$ cat src/rtl/can_fc_pkg.sv
package can_fc_pkg;
    typedef enum logic [1:0] {
        FC_ACTIVE  = 2'd0,
        FC_PASSIVE = 2'd1,
        FC_BUSOFF  = 2'd2
    } fc_state_t;
endpackage

$ cat src/rtl/can_fc_errcnt.sv
// Up/down error counter: +INC on error, -1 on success (floor 0),
// optional saturation at all-ones, synchronous clear, hold when disabled.
module can_fc_errcnt #(
    parameter int W   = 8,
    parameter int INC = 1,
    parameter bit SAT = 1'b1
) (
    input  logic         clk,
    input  logic         rst_n,
    input  logic         en,
    input  logic         clr,
    input  logic         err,
    input  logic         ok,
    output logic [W-1:0] cnt,
    output logic [W-1:0] cnt_nxt
);
    localparam logic [W:0] INC_V = (W+1)'(INC);

    logic [W:0]   sum;
    logic [W-1:0] bumped;

    assign sum = {1'b0, cnt} + INC_V;

    generate
        if (SAT) begin : g_sat
            assign bumped = sum[W] ? {W{1'b1}} : sum[W-1:0];
        end else begin : g_wrap
            assign bumped = sum[W-1:0];
        end
    endgenerate

    always_comb begin
        cnt_nxt = cnt;
        if (clr)
            cnt_nxt = '0;
        else if (en && err)
            cnt_nxt = bumped;
        else if (en && ok && (cnt != '0))
            cnt_nxt = cnt - W'(1);
    end

    always_ff @(posedge clk or negedge rst_n) begin
        if (!rst_n) cnt <= '0;
        else        cnt <= cnt_nxt;
    end
endmodule

$ cat src/rtl/can_fc_recovery.sv
// Counts runs of RUN_LEN recessive samples while armed; a dominant sample
// restarts the current run only. done pulses with the completing strobe.
module can_fc_recovery #(
    parameter int RUN_LEN = 11,
    parameter int RUNS    = 128
) (
    input  logic clk,
    input  logic rst_n,
    input  logic armed,
    input  logic strobe,
    input  logic recessive,
    output logic done
);
    localparam int BW = $clog2(RUN_LEN);
    localparam int RW = $clog2(RUNS);

    logic [BW-1:0] bit_cnt;
    logic [RW-1:0] run_cnt;
    logic          bit_last;
    logic          run_last;

    assign bit_last = (bit_cnt == BW'(RUN_LEN - 1));
    assign run_last = (run_cnt == RW'(RUNS - 1));
    assign done     = armed && strobe && recessive && bit_last && run_last;

    always_ff @(posedge clk or negedge rst_n) begin
        if (!rst_n) begin
            bit_cnt <= '0;
            run_cnt <= '0;
        end else if (!armed) begin
            bit_cnt <= '0;
            run_cnt <= '0;
        end else if (strobe) begin
            if (!recessive) begin
                bit_cnt <= '0;
            end else if (bit_last) begin
                bit_cnt <= '0;
                run_cnt <= run_cnt + RW'(1);
            end else begin
                bit_cnt <= bit_cnt + BW'(1);
            end
        end
    end
endmodule

$ cat src/rtl/can_fault_conf.sv
module can_fault_conf #(
    parameter int TEC_W      = 9,
    parameter int REC_W      = 8,
    parameter int TX_ERR_INC = 8,
    parameter int WARN_AT    = 96,
    parameter int PASSIVE_AT = 128,
    parameter int BUSOFF_GT  = 255,
    parameter int RUN_LEN    = 11,
    parameter int RUNS       = 128
) (
    input  logic             clk,
    input  logic             rst_n,
    input  logic             tx_err_i,
    input  logic             rx_err_i,
    input  logic             tx_ok_i,
    input  logic             rx_ok_i,
    input  logic             bit_strobe_i,
    input  logic             bus_bit_i,
    output logic [TEC_W-1:0] tec_o,
    output logic [REC_W-1:0] rec_o,
    output logic [1:0]       state_o,
    output logic             warn_o,
    output logic             err_frame_rec_o
);
    import can_fc_pkg::*;

    localparam logic [TEC_W-1:0] TEC_WARN = TEC_W'(WARN_AT);
    localparam logic [TEC_W-1:0] TEC_PASV = TEC_W'(PASSIVE_AT);
    localparam logic [TEC_W-1:0] TEC_OFF  = TEC_W'(BUSOFF_GT);
    localparam logic [REC_W-1:0] REC_WARN = REC_W'(WARN_AT);
    localparam logic [REC_W-1:0] REC_PASV = REC_W'(PASSIVE_AT);

    fc_state_t         state_q, state_d;
    logic [TEC_W-1:0]  tec_nxt;
    logic [REC_W-1:0]  rec_nxt;
    logic              cnt_en;
    logic              recovered;

    assign cnt_en = (state_q != FC_BUSOFF);

    can_fc_errcnt #(.W(TEC_W), .INC(TX_ERR_INC), .SAT(1'b0)) u_tec (
        .clk(clk), .rst_n(rst_n), .en(cnt_en), .clr(recovered),
        .err(tx_err_i), .ok(tx_ok_i), .cnt(tec_o), .cnt_nxt(tec_nxt)
    );

    can_fc_errcnt #(.W(REC_W), .INC(1), .SAT(1'b1)) u_rec (
        .clk(clk), .rst_n(rst_n), .en(cnt_en), .clr(recovered),
        .err(rx_err_i), .ok(rx_ok_i), .cnt(rec_o), .cnt_nxt(rec_nxt)
    );

    can_fc_recovery #(.RUN_LEN(RUN_LEN), .RUNS(RUNS)) u_recov (
        .clk(clk), .rst_n(rst_n), .armed(state_q == FC_BUSOFF),
        .strobe(bit_strobe_i), .recessive(bus_bit_i), .done(recovered)
    );

    // next-state logic, evaluated on the counters' next values
    always_comb begin
        state_d = state_q;
        unique case (state_q)
            FC_ACTIVE: begin
                if (tec_nxt > TEC_OFF)
                    state_d = FC_BUSOFF;
                else if (tec_nxt >= TEC_PASV || rec_nxt >= REC_PASV)
                    state_d = FC_PASSIVE;
            end
            FC_PASSIVE: begin
                if (tec_nxt > TEC_OFF)
                    state_d = FC_BUSOFF;
                else if (tec_nxt < TEC_PASV && rec_nxt < REC_PASV)
                    state_d = FC_ACTIVE;
            end
            FC_BUSOFF: begin
                if (recovered)
                    state_d = FC_ACTIVE;
            end
            default: state_d = FC_ACTIVE;
        endcase
    end

    always_ff @(posedge clk or negedge rst_n) begin
        if (!rst_n) state_q <= FC_ACTIVE;
        else        state_q <= state_d;
    end

    always_comb begin
        state_o         = state_q;
        warn_o          = (tec_o >= TEC_WARN) || (rec_o >= REC_WARN);
        err_frame_rec_o = (state_q != FC_ACTIVE);
    end
endmodule

$ cat config.mk
export PLATFORM = sky130hd
export DESIGN_NAME = can_fault_conf
export DESIGN_NICKNAME = d
export VERILOG_FILES = /design/src/rtl/can_fc_pkg.sv /design/src/rtl/can_fc_errcnt.sv /design/src/rtl/can_fc_recovery.sv /design/src/rtl/can_fault_conf.sv
export SDC_FILE = /design/constraint.sdc
export NUM_CORES = 1
export LEC_CHECK = 0
export ABC_AREA = 0
export ABC_CLOCK_PERIOD_IN_PS = 3700
export BUFFER_PORTS_ARGS = -buffer_cell sky130_fd_sc_hd__buf_2
export CAP_MARGIN = 20
export CORE_MARGIN = 8
export CORE_UTILIZATION = 40
export CTS_CLUSTER_DIAMETER = 120
export CTS_CLUSTER_SIZE = 16
export DETAILED_ROUTE_END_ITERATION = 8
export GPL_ROUTABILITY_DRIVEN = 0
export HOLD_SLACK_MARGIN = 0.05
export SKIP_CTS_REPAIR_TIMING = 1
export SLEW_MARGIN = 5
export SYNTH_ARGS = -nofsm -noshare
export SYNTH_HDL_FRONTEND = slang
export SYNTH_SLANG_ARGS = --single-unit
$ cat constraint.sdc
create_clock -name clk -period 3.7 [get_ports clk]
set_input_delay 0.185 -clock clk [delete_from_list [all_inputs] [get_ports clk]]
set_output_delay 0.185 -clock clk [all_outputs]
set_load 0.01 [all_outputs]
# Yosys cells after proc, flatten, opt, wreduce, memory -nomap -nowiden
# Index checks and enable logic that the tools add are counted.
[op_classes]
n_addsub = 6
order_cmp = 7
n_eq_ne = 11
muxes = 21
reduce_logical = 19
[ops]
columns = ["op", "n"]
rows = [
  ["8-bit two-way mux", 4],
  ["7-bit two-way mux", 4],
  ["9-bit two-way mux", 3],
  ["4-bit two-way mux", 4],
  ["1-bit logical AND", 11],
  ["2-bit two-way mux", 5],
  ["2-bit inequality test, second input constant", 5],
  ["8-bit by 1-bit adder with 9-bit output, second input constant", 1],
  ["9-bit by 4-bit adder with 9-bit output, second input constant", 1],
  ["9-bit by 7-bit greater-or-equal comparator with 1-bit output, second input constant", 1],
  ["9-bit by 8-bit greater-or-equal comparator with 1-bit output, second input constant", 1],
  ["9-bit by 8-bit greater-than comparator with 1-bit output, second input constant", 1],
  ["9-bit by 8-bit less-than comparator with 1-bit output, second input constant", 1],
  ["9-bit nonzero test", 1],
  ["9-bit by 1-bit subtractor with 9-bit output, second input constant", 1],
  ["8-bit by 7-bit greater-or-equal comparator with 1-bit output, second input constant", 1],
  ["8-bit greater-or-equal comparator, second input constant", 1],
  ["8-bit less-than comparator, second input constant", 1],
  ["8-bit nonzero test", 1],
  ["8-bit by 1-bit subtractor with 8-bit output, second input constant", 1],
  ["7-bit by 1-bit adder with 7-bit output, second input constant", 1],
  ["7-bit == test, second input constant", 1],
  ["3-bit inequality test, second input constant", 2],
  ["2-bit one-hot mux with 3 select lines", 1],
  ["8 further kinds", 10],
]
[word_totals]
regBits = 30
word_cells = 69

# Longest topological paths before layout
[depth]
ltp_word = 11
depth_mapped = 8
mapped_depth_nobuf = 7

# Cells and area by module
# From an unflattened synthesis, not the netlist that was laid out.
[hier_totals]
cells_unflattened = 220
area_unflattened_um2 = 2067.0
[modules_own_cells]
columns = ["module", "n_inst", "cells_per_inst", "area_per_inst_um2", "seq_area_each_um2"]
rows = [
  ["can_fc_errcnt (u_rec)", 1, 76, 704.4, 200.2],
  ["can_fc_errcnt (u_tec)", 1, 70, 645.6, 225.2],
  ["can_fc_recovery", 1, 62, 606.8, 275.3],
  ["can_fault_conf", 1, 12, 110.1, 50.0],
]

# Worst setup path after synthesis
# Ideal clock, no wire load.
[synth_timing]
path_type = "reg-to-reg"
startpoint = "register u_tec.cnt[0]"
endpoint = "register u_tec.cnt[1]"
setup_time_ns = 0.071
t_arrival_ns = 2.057
required_time_ns = 3.629
setup_slack_ns = 1.572
path_stages_with_launch = 8
synth_period_minus_slack_ns = 2.128
path_cell_list = "dfrtp_1 -> inv_1 -> ha_1 -> or3b_2 -> or3_1 -> nand3_1 -> mux2_2 -> nor2_1"
[synth_via]
elab_chain_len = 5
[synth_rtl]
columns = ["item", "line_no", "rtl"]
rows = [
  ["from (decl)", "can_fc_errcnt.sv:14", "output logic [W-1:0] cnt,"],
  ["from (signal assigned)", "can_fc_errcnt.sv:44", "else cnt <= cnt_nxt;"],
  ["branches (longest 3 deep; another with 9-bit by 1-bit subtractor with 9-bit output)", "-", ""],
  ["9-bit two-way mux *", "can_fc_errcnt.sv:36", "else if (en && err)"],
  ["9-bit two-way mux *", "can_fc_errcnt.sv:34", "if (clr)"],
  ["named net tec_nxt[1]", "can_fault_conf.sv:34", "logic [TEC_W-1:0] tec_nxt;"],
]
# Mark *: on every way through the listed nets, which the timed path passes.
# A chain may end at the register's enable or synchronous reset.

# Worst setup path after layout
# Ends and elaborated chain as after synthesis.

==> impl_metrics.csv <==
group,metric,value,unit
yosys,synthDominantCellAreaShare,38.2,%
global_routing,grt_start_max_net_pins,31,
job,timing.max_cap.violations,0,
setup_path,worstRegToRegCells,7,
yosys,number_of_warnings_issued_by_yosys,0,
timing,slew-limit-headroom,55.1,%
timing,worstMarginPinSlew,674,ps
clock_tree,numCtsBuffers,5,
yosys,number_of_enable_type_register_cells_in_the_synthesized_netlist,0,
setup_path,critical_setup_path_class,"reg -> reg",
floorplan,ioPinCount,29,
floorplan,floorplan.die.height,86.1,um
power,seq_power_share,52.9,%
drt,drt_pass1_iterations,4,
setup_path,cp-start-kind,"flop",
timing,worst_clock_skew,2.63,ps
setup_path,cp_data_arrival_time,2430,ps
drt,detail_route.vias_per_cell,5.39,
timing,finalHoldViolCount,0,
timing,max_freq,453,MHz
setup_path,crit_required,3920,ps
power,switching_share,22.5,%
global_routing,number_of_antenna_violations_at_the_first_check_in_global_routing,0,
yosys,synth_area,0.00196,sq mm
timing,hold_ws,240,ps
floorplan,placementRows,25,
power,power_frac_comb,4.8,%
clock_tree,cts.path.max_buffers,2,
yosys,seq_total_area_yosys,38.2,%
global_routing,first_global_vias,1682,
floorplan,die-width,86.1,um
setup_path,critical_path.reg2reg.endpoint,"u_tec.cnt[1]",
floorplan,die_area,0.00741,sq mm
global_routing,global_route.usage.total,13.2,%
power,powerDensity,282,mW/mm^2
setup_path,kind_of_capture_point_of_the_worst_setup_path,"flop",
hold_path,hold_class,"in -> reg",
hold_path,hold_sp,"tx_err_i",
finish,number_of_inserted_filler_cells_in_the_final_layout,475,
outcome,status,"finished clean",
yosys,syn-instance-count,218,
floorplan,effective_utilization_at_floorplan,41.6,%
drt,detailedRoute.firstIterationViolations,88,
yosys,synthesis_stage_register_bit_count,30,
power,power_leakage,1.04,nW
power,power.net_switching,0.000144,W
timing,rsz_0062_raised_after_global_routing,"false",
timing,final.setup.tns,0,ps
power,clock_power_share,42.3,%
yosys,dominantRegCellSynth,"sky130_fd_sc_hd__dfrtp_1",
hold_path,min_to,"u_tec.cnt[4]",
yosys,synthDistinctLibCells,51,
global_routing,gr-total-overflow,0,
clock_tree,htree_num_levels,2,
yosys,mappedNetlistNets,236,
placed_design,numPlacedInstances,308,
finish,layout.area.seq,751,sq um
clock_tree,clk_pin_slew,60,ps
setup_path,timing.reg2reg.setup_slack,1490,ps
setup_path,path_cells,"inv_1, ha_1, or3b_2, or3_1, nand3_1, mux2_2, nor2_1",
drt,drt-wirelength-per-cell,14.2,um
drt,vias,1708,
drt,drc,0,
drt,finalWirelength,4.49,mm
finish,multiInputGateArea,0.00114,sq mm
timing,slew_violations,0,
finish,postLayoutCoreUtil,47.9,%
hold_path,hold_path_depth,3,
yosys,ys_async_sr_fraction,100,%
clock_tree,worst_skew_pair.late_latency,280,ps
power,peakVddDrop,189,uV
finish,drive_gt1_share,20.4,%
setup_path,worst_r2r_startpoint,"u_tec.cnt[0]",
global_routing,first_pass_grt_wire_length,7.82,mm
finish,num_antenna_cells,0,
setup_path,path_max_fanout,3,
yosys,syn_area_per_cell,9.01,sq um
drt,antenna_violating_nets_post_route,0,
clock_tree,cts_root_buffer,"sky130_fd_sc_hd__clkbuf_8",
setup_path,critical-path-max-stage-delay,480,ps
finish,synthToLayoutAreaGrowth,15.4,%
timing,period_share,59.7,%
timing,fin_crit,2210,ps
placed_design,detailedPlacementHpwl,3.31,mm
clock_tree,sinks_on_clock_net,30,
finish,design.final.nets,267,
yosys,netlist.top_cell.by_area,"sky130_fd_sc_hd__dfrtp_1",
clock_tree,tritoncts,"built",
yosys,synthTopCellsByCount,"31 x sky130_fd_sc_hd__nor2_1, 30 x sky130_fd_sc_hd__dfrtp_1, 13 x sky130_fd_sc_hd__nand2_1",
placed_design,port_buffers,28,
yosys,synth.most_common_cell,"sky130_fd_sc_hd__nor2_1",
timing,timing.final.setup_violations,0,
finish,fin_cells,317,
setup_path,critical_path.slowest_cell,"sky130_fd_sc_hd__or3b_2",
floorplan,coreArea,0.00472,sq mm
power,cell_internal_pwr,0.000495,W
yosys,synth.area.top_cells,"sky130_fd_sc_hd__dfrtp_1 38%, sky130_fd_sc_hd__ha_1 6.4%, sky130_fd_sc_hd__nor2_1 5.9%, sky130_fd_sc_hd__xor2_1 3.1%, sky130_fd_sc_hd__xnor2_1 2.7%",
## area by class of cell
class | count | share of cell area (%)
multi-input combinational | 172 | 50.3
sequential | 30 | 33.1
timing repair buffer | 31 | 7.29
clock buffer | 7 | 3.81
tap | 67 | 3.70
inverter | 9 | 1.49
clock inverter | 1 | 0.221
## metrics by stage
stage                     instance area [sq um]  setup WS [ps]  power [W]
after detailed placement                   2160           1520   0.000375
after global routing                       2260           1340   0.000670
after CTS                                  2250           1500   0.000649
after floorplan                            1960           1570   0.000359
final                                      2260           1490   0.000638
after global placement                     2160           1560   0.000374
## power by group through the flow
| stage | Sequential (W) | Combinational, W | Clock, W |
|---|---|---|---|
| detailed placement | 0.000344 | 0.0000308 | 0 |
| CTS | 0.000338 | 0.0000306 | 0.000280 |
| finish | 0.000338 | 0.0000304 | 0.000270 |
| global placement | 0.000344 | 0.0000306 | 0 |
| floorplan | 0.000343 | 0.0000158 | 0 |
| global route | 0.000339 | 0.0000366 | 0.000295 |
## worst max-delay path: cells and delay by family, from the launching register on
| kind | cells | cell delay (ps) |
|---|---|---|
| simple gates | 4 | 1140 |
| buf+inv | 1 | 90 |
| fa+ha+maj | 1 | 180 |
| mux | 1 | 340 |
| flops | 1 | 390 |
## placed cells by master (no fill, tap or decap), drive strengths merged, types with 4 or more instances in the layout
| cell type | count |
|---|---|
| a211oi | 6 |
| a21oi | 4 |
| and3 | 5 |
| buf | 30 |
| clkbuf | 7 |
| dfrtp | 30 |
| ha | 10 |
| inv | 9 |
| nand2 | 13 |
| nand3 | 9 |
| nand4 | 7 |
| nor2 | 31 |
| nor2b | 4 |
| nor3 | 6 |
| o21ai | 10 |
| or2 | 5 |
| or3 | 5 |
| xnor2 | 6 |
| xor2 | 7 |
## kinds of logic after synthesis
group,after synthesis,share of synthesized area (%)
mux,5,2.68
simple gates,101,27.2
compound gates,43,16.0
buf+inv,16,3.70
fa+ha+maj,10,6.37
flops,30,38.2
xor+xnor,13,5.80
## state kept, by name, indices dropped and copies added, names as in the netlist
name and flops:
u_recov.bit_cnt 4, u_recov.run_cnt 7, u_rec.cnt 8, u_tec.cnt 9
state_o 2
## routing by layer
layer	share of wire (%)	track usage, %
met1	47	15.8
met2	46	21.0
met3	5.5	3.92
met4	1.6	6.21
met5	0	0
## worst max-delay path by stage
stage | start | to | slack (ps) | depth (start not counted)
after floorplan | u_tec.cnt[0] | u_tec.cnt[1] | 1570 | 7
after global placement | u_tec.cnt[0] | u_tec.cnt[1] | 1560 | 7
after detailed placement | u_tec.cnt[0] | u_tec.cnt[1] | 1520 | 7
after CTS | u_tec.cnt[0] | u_tec.cnt[1] | 1500 | 7
after global routing | state_o[1] | u_rec.cnt[4] | 1340 | 6
final | u_tec.cnt[0] | u_tec.cnt[1] | 1490 | 7
Note: power is estimated with default switching activity, not from simulation.
